[config.mk]
export PLATFORM = sky130hd
export DESIGN_NAME = iq_serial_formatter
export DESIGN_NICKNAME = d
export VERILOG_FILES = /design/src/rtl/iq_ser_pkg.sv /design/src/rtl/iq_ser_clkdiv.sv /design/src/rtl/iq_ser_holdbuf.sv /design/src/rtl/iq_ser_shifter.sv /design/src/rtl/iq_serial_formatter.sv
export SDC_FILE = /design/constraint.sdc
export NUM_CORES = 1
export LEC_CHECK = 0
export BUFFER_PORTS_ARGS = -buffer_cell sky130_fd_sc_hd__buf_2
export CAP_MARGIN = 20
export CORE_MARGIN = 4
export CORE_UTILIZATION = 27
export CTS_BUF_LIST = sky130_fd_sc_hd__clkbuf_16
export DETAILED_ROUTE_END_ITERATION = 8
export REMOVE_ABC_BUFFERS = 1
export SYNTH_ARGS = -nofsm -noshare
export SYNTH_HDL_FRONTEND = slang
export SYNTH_SLANG_ARGS = --single-unit
[constraint.sdc]
create_clock -name clk_i -period 4.34 [get_ports clk_i]
set_input_delay 0.651 -clock clk_i [delete_from_list [all_inputs] [get_ports clk_i]]
set_output_delay 0.651 -clock clk_i [all_outputs]
set_load 0.01 [all_outputs]
[src/rtl/iq_ser_pkg.sv]
package iq_ser_pkg;
  localparam int DIV_SEL_W = 2;
  localparam int DIV_CNT_W = (1 << DIV_SEL_W) - 1;
  typedef enum logic {MODE_PAR = 1'b0, MODE_SEQ = 1'b1} iq_mode_e;
endpackage

[src/rtl/iq_ser_clkdiv.sv]
module iq_ser_clkdiv
  import iq_ser_pkg::*;
(
  input  logic                 clk_i,
  input  logic                 rst_ni,
  input  logic [DIV_SEL_W-1:0] div_sel_i,
  output logic                 tick_o,
  output logic                 sclk_o
);
  logic [DIV_CNT_W-1:0] cnt_q, lim, half;

  assign lim    = ~({DIV_CNT_W{1'b1}} << div_sel_i);
  assign half   = (lim >> 1) + DIV_CNT_W'(1);
  // tick: last cycle of a serial period; sclk falls at the following edge
  assign tick_o = (cnt_q >= lim);
  assign sclk_o = (div_sel_i == '0) || (cnt_q >= half);

  always_ff @(posedge clk_i or negedge rst_ni) begin
    if (!rst_ni)     cnt_q <= '0;
    else if (tick_o) cnt_q <= '0;
    else             cnt_q <= cnt_q + DIV_CNT_W'(1);
  end
endmodule

[src/rtl/iq_ser_holdbuf.sv]
module iq_ser_holdbuf #(
  parameter int SAMP_W = 10
) (
  input  logic              clk_i,
  input  logic              rst_ni,
  input  logic              valid_i,
  input  logic [SAMP_W-1:0] i_i,
  input  logic [SAMP_W-1:0] q_i,
  input  logic              take_i,
  output logic              full_o,
  output logic [SAMP_W-1:0] i_o,
  output logic [SAMP_W-1:0] q_o,
  output logic              overflow_o
);
  logic accept, drop;

  assign accept = valid_i && (!full_o || take_i);
  assign drop   = valid_i && full_o && !take_i;

  always_ff @(posedge clk_i or negedge rst_ni) begin
    if (!rst_ni) begin
      full_o     <= 1'b0;
      i_o        <= '0;
      q_o        <= '0;
      overflow_o <= 1'b0;
    end else begin
      if (accept) begin
        full_o <= 1'b1;
        i_o    <= i_i;
        q_o    <= q_i;
      end else if (take_i) begin
        full_o <= 1'b0;
      end
      if (drop) overflow_o <= 1'b1;
    end
  end
endmodule

[src/rtl/iq_ser_shifter.sv]
module iq_ser_shifter
  import iq_ser_pkg::*;
#(
  parameter int SAMP_W = 10,
  parameter int WORD_W = 16
) (
  input  logic              clk_i,
  input  logic              rst_ni,
  input  logic              tick_i,
  input  logic              full_i,
  input  logic [SAMP_W-1:0] hold_i_i,
  input  logic [SAMP_W-1:0] hold_q_i,
  input  logic              seq_mode_i,
  input  logic              msb_first_i,
  output logic              take_o,
  output logic              strobe_slot_o,
  output logic              sd_i_o,
  output logic              sd_q_o
);
  localparam int PAD    = WORD_W - SAMP_W;
  localparam int SLOT_W = $clog2(WORD_W + 1);

  iq_mode_e          mode;
  logic              active_q, sel_q_q, last, data_slot, flag, bit_i, bit_q;
  logic [SLOT_W-1:0] slot_q, pos;
  logic [SAMP_W-1:0] cur_i_q, cur_q_q;
  logic [WORD_W-1:0] word_i, word_q;

  assign mode   = iq_mode_e'(seq_mode_i);
  // slot 0 is the strobe period, slots 1..WORD_W carry data
  assign last   = active_q && (slot_q == SLOT_W'(WORD_W)) && (mode == MODE_PAR || sel_q_q);
  assign take_o = tick_i && full_i && (!active_q || last);

  always_ff @(posedge clk_i or negedge rst_ni) begin
    if (!rst_ni) begin
      active_q <= 1'b0;
      sel_q_q  <= 1'b0;
      slot_q   <= '0;
      cur_i_q  <= '0;
      cur_q_q  <= '0;
    end else if (tick_i) begin
      if (take_o) begin
        active_q <= 1'b1;
        sel_q_q  <= 1'b0;
        slot_q   <= '0;
        cur_i_q  <= hold_i_i;
        cur_q_q  <= hold_q_i;
      end else if (active_q) begin
        if (slot_q == SLOT_W'(WORD_W)) begin
          if (mode == MODE_SEQ && !sel_q_q) begin
            sel_q_q <= 1'b1;
            slot_q  <= '0;
          end else begin
            active_q <= 1'b0;
          end
        end else begin
          slot_q <= slot_q + SLOT_W'(1);
        end
      end
    end
  end

  assign flag   = (mode == MODE_SEQ) && !sel_q_q;
  assign word_i = {cur_i_q, {PAD{1'b0}}} | WORD_W'(flag);
  assign word_q = {cur_q_q, {PAD{1'b0}}};
  assign pos    = msb_first_i ? SLOT_W'(WORD_W) - slot_q : slot_q - SLOT_W'(1);

  always_comb begin
    bit_i = 1'b0;
    bit_q = 1'b0;
    for (int k = 0; k < WORD_W; k++) begin
      if (pos == SLOT_W'(k)) begin
        bit_i = word_i[k];
        bit_q = word_q[k];
      end
    end
  end

  assign data_slot     = active_q && (slot_q != '0);
  assign strobe_slot_o = active_q && (slot_q == '0);
  assign sd_i_o        = data_slot && ((mode == MODE_SEQ && sel_q_q) ? bit_q : bit_i);
  assign sd_q_o        = data_slot && (mode == MODE_PAR) && bit_q;
endmodule

[src/rtl/iq_serial_formatter.sv]
module iq_serial_formatter
  import iq_ser_pkg::*;
#(
  parameter int SAMP_W = 10,
  parameter int WORD_W = 16
) (
  input  logic                 clk_i,
  input  logic                 rst_ni,
  input  logic                 valid_i,
  input  logic [SAMP_W-1:0]    i_data_i,
  input  logic [SAMP_W-1:0]    q_data_i,
  input  logic [DIV_SEL_W-1:0] div_sel_i,
  input  logic                 seq_mode_i,
  input  logic                 msb_first_i,
  input  logic                 strobe_act_hi_i,
  output logic                 sclk_o,
  output logic                 strobe_o,
  output logic                 sd_i_o,
  output logic                 sd_q_o,
  output logic                 overflow_o
);
  logic              tick, take, full, strobe_slot;
  logic [SAMP_W-1:0] hold_i, hold_q;

  iq_ser_clkdiv u_div (
    .clk_i, .rst_ni, .div_sel_i,
    .tick_o (tick),
    .sclk_o
  );

  iq_ser_holdbuf #(.SAMP_W(SAMP_W)) u_buf (
    .clk_i, .rst_ni, .valid_i,
    .i_i        (i_data_i),
    .q_i        (q_data_i),
    .take_i     (take),
    .full_o     (full),
    .i_o        (hold_i),
    .q_o        (hold_q),
    .overflow_o
  );

  iq_ser_shifter #(.SAMP_W(SAMP_W), .WORD_W(WORD_W)) u_shf (
    .clk_i, .rst_ni,
    .tick_i        (tick),
    .full_i        (full),
    .hold_i_i      (hold_i),
    .hold_q_i      (hold_q),
    .seq_mode_i, .msb_first_i,
    .take_o        (take),
    .strobe_slot_o (strobe_slot),
    .sd_i_o, .sd_q_o
  );

  assign strobe_o = strobe_act_hi_i ? strobe_slot : !strobe_slot;
endmodule

==> impl_metrics.yaml <==
setup_path:
  start_kind: "flip-flop"
  critical_path_required_ns: 3.69
  critical_path.endpoint_type: "output port"
  cpPeakStageDelay_ns: 0.57
  crit_top_cell: "ha_1"
  worst_r2r_path_depth: 9
  criticalPathCategory: "flip-flop to output port"
  crit_chain: "inv_1 -> ha_1 -> nor3b_4 -> ha_1 -> and3_1 -> nor2_1 -> nor4_1 -> or4_1 -> o22ai_1 -> buf_2"
  slowest_stage: "dfrtp_1"
  cp.arrival_ns: 3.30
  worstPathMaxFanout: 14
drt:
  antenna_left: 0
  vias_per_cell: 4.758
  wl_per_cell_um: 12.79
  num_vias: 2041
  first_pass_iters: 4
  route.detailed.drc: 0
  wl_mm: 5.488
  drtIter0Drc: 123
timing:
  min_period_ns: 3.952
  rsz0062_at_grt: "false"
  slew_headroom_pct: 57.29
  drv_slew: 0
  fin_skew_ns: 0.007401
  tns_ns: 0
  fmax_mhz: 253.1
  worstMarginPinSlew_ns: 0.6407
  fin_crit_sh_pct: 91.05
  finalSetupViolations: 0
  hold_viol: 0
  whs_ns: 0.4640
logic_synthesis:
  synth.most_common_cell: "dfrtp_1"
  yosys.area.top_type: "dfrtp_1"
  synth_top_area_share_pct: 44.18
  synthesis.area_um2: 2945
  synthArstFlopShare_pct: 100.0
  ys_seq_area_share_pct: 44.18
  synth.distinct_cells: 53
  ys_top_cells_by_area: "dfrtp_1 44%, mux2_2 18%, ha_1 4.2%, o21ai_0 2.0%, inv_1 1.9%"
  syn_avg_cell_area_um2: 11.16
  ys_top_cells_by_count: "52 x dfrtp_1, 46 x mux2_2, 15 x inv_1, 15 x nand2_1, 12 x o21ai_0"
  synth-seq-cells: 52
  synth_flop_cell: "dfrtp_1"
  synth_edf_count: 0
  syn_inst: 264
  yosysWarnings: 0
run:
  maxCapViolCount: 0
layout:
  diodes: 0
  fill_cells: 1098
  multi_input_area_um2: 1513
  drive_gt1_share_pct: 35.49
  post-route-util_pct: 32.21
  final_nets: 330
  area_growth_syn_to_layout_pct: 14.40
  final_cell_area_um2: 3369
  regArea_um2: 1301
  final_cells: 429
power:
  p_per_area_nw_per_um2: 709.7
  power.leakage_nw: 1.484
  ir_worst_vdd_uv: 311.1
place:
  place_hpwl_mm: 4.086
  placed_area_um2: 3223
  place_congestion: 0.7807
  placedCellCount: 421
  port_buffers: 32
clock_network:
  ctsHoldBuffers: 0
  clkSinkCount: 52
  clkLatencyLatePin_ns: 0.29
  cts_tree: "built"
  cts_max_path_buffers: 2
  root_buffer: "clkbuf_16"
  clk_pin_slew_ns: 0.07
  h-tree-depth: 2
  post_cts_resized: 0
  postCtsSetupRepairBufs: 0
  cts_buffers: 5
global_route:
  grt_pass1_vias: 2065
  grt_max_degree: 53
  overflow: 0
  grt_pass1_wl_mm: 9.591
  grt_use_total_pct: 8.965
  antenna_found_initial: 0
floorplan:
  rows: 37
  core_area_um2: 10460
  ioPinCount: 33
  die_y_um: 112.4
  die-area_um2: 12640
  die_x_um: 112.4
  initial_core_util_pct: 28.15
outcome:
  status: "finished, final reports clean"
min_path:
  min_path_cells: 1
  hp-class: "flip-flop to flip-flop"
==> through the flow <==
step | setup WS (ns) | power, mW
2_1_floorplan | 1.057 | 1.745
3_3_place_gp | 0.7750 | 1.981
3_5_place_dp | 0.7096 | 2.013
4_1_cts | 0.3866 | 2.415
5_1_grt | 0.1911 | 2.591
6_report | 0.3883 | 2.391
==> placed cells by master, fill, tap and decap left out, types with 7 or more instances in the layout <==
| cell | Yosys | final |
|---|---|---|
| nor2_1 | 10 | 10 |
| mux2_2 | 46 | 46 |
| inv_1 | 15 | 15 |
| buf_2 | 6 | 32 |
| a21oi_1 | 7 | 7 |
| dfrtp_1 | 52 | 52 |
| ha_1 | 10 | 10 |
| nand2_1 | 15 | 15 |
| o21ai_0 | 12 | 12 |
==> cells by family (layout without fill, tap and decap cells) <==
kind of cell	Yosys count	in the layout	synth area share (%)
muxes	51	51	20.14
buffers and inverters	29	58	4.460
DFF	52	52	44.18
adders and majority gates	10	10	4.248
xor gates and xnor gates	7	7	2.337
AOI/OAI and AO/OA	54	54	13.13
and+or+nand+nor	61	61	11.51
==> final timing paths <==
| check | end | from | slack, ns |
|---|---|---|---|
| max in group asynchronous | u_shf.active_q$_DFFE_PN0N_ | rst_ni | 3.44 |
| worst min register to register | u_buf.overflow_o$_DFFE_PN0P_ | u_buf.overflow_o$_DFFE_PN0P_ | 0.46 |
| min in group asynchronous | u_buf.q_o[6]$_DFFE_PN0P_ | rst_ni | 0.47 |
| worst min-delay path | u_buf.overflow_o$_DFFE_PN0P_ | u_buf.overflow_o$_DFFE_PN0P_ | 0.46 |
| worst max-delay path | sd_i_o | u_shf.slot_q[0]$_DFFE_PN0P_ | 0.39 |
| worst max register to register | u_buf.q_o[9]$_DFFE_PN0P_ | u_shf.slot_q[0]$_DFFE_PN0P_ | 1.14 |
==> routing by layer <==
layer | vias to the layer above | wire length [um] | global-route usage (%)
met5 | - | 0 | 0
met4 | 0 | 57 | 2.083
met3 | 8 | 194 | 2.156
met2 | 40 | 2480 | 14.46
met1 | 986 | 2755 | 12.20
li1 | 1007 | - | -
==> flip-flops by register name, indices dropped and copies added (netlist names) <==
register,flops
u_buf.q_o,10
u_shf.active_q,1
u_shf.cur_i_q,10
u_buf.full_o,1
u_shf.slot_q,5
u_buf.overflow_o,1
u_shf.sel_q_q,1
u_buf.i_o,10
u_div.cnt_q,3
u_shf.cur_q_q,10
==> area by class of cell <==
type / instances / share of cell area, %
inverters: 15 / 1.671
well taps: 136 / 5.050
clock inverters: 3 / 0.6313
clock buffers: 5 / 3.713
multi-input cells: 183 / 44.89
repair buffers: 35 / 5.421
flip-flops and latches: 52 / 38.62
==> power by group <==
part	total [mW]	switching (mW)	leakage, nW	internal (mW)
sequential	0.899	0.175	0.609	0.724
combinational	1.10	0.523	0.805	0.579
clock	0.390	0.175	0.0702	0.215
total	2.39	0.873	1.48	1.52
==> worst max-delay path, delay by kind of cell, from the launching register on <==
family | cells | cell delay, ns
AO/OA/AOI/OAI | 1 | 0.16
adder cells (fa/ha/maj) | 2 | 0.64
buffers and inverters | 2 | 0.35
flip-flops | 1 | 0.57
AND/OR/NAND/NOR | 5 | 1.30
Note: power is estimated with default switching activity, not from simulation.
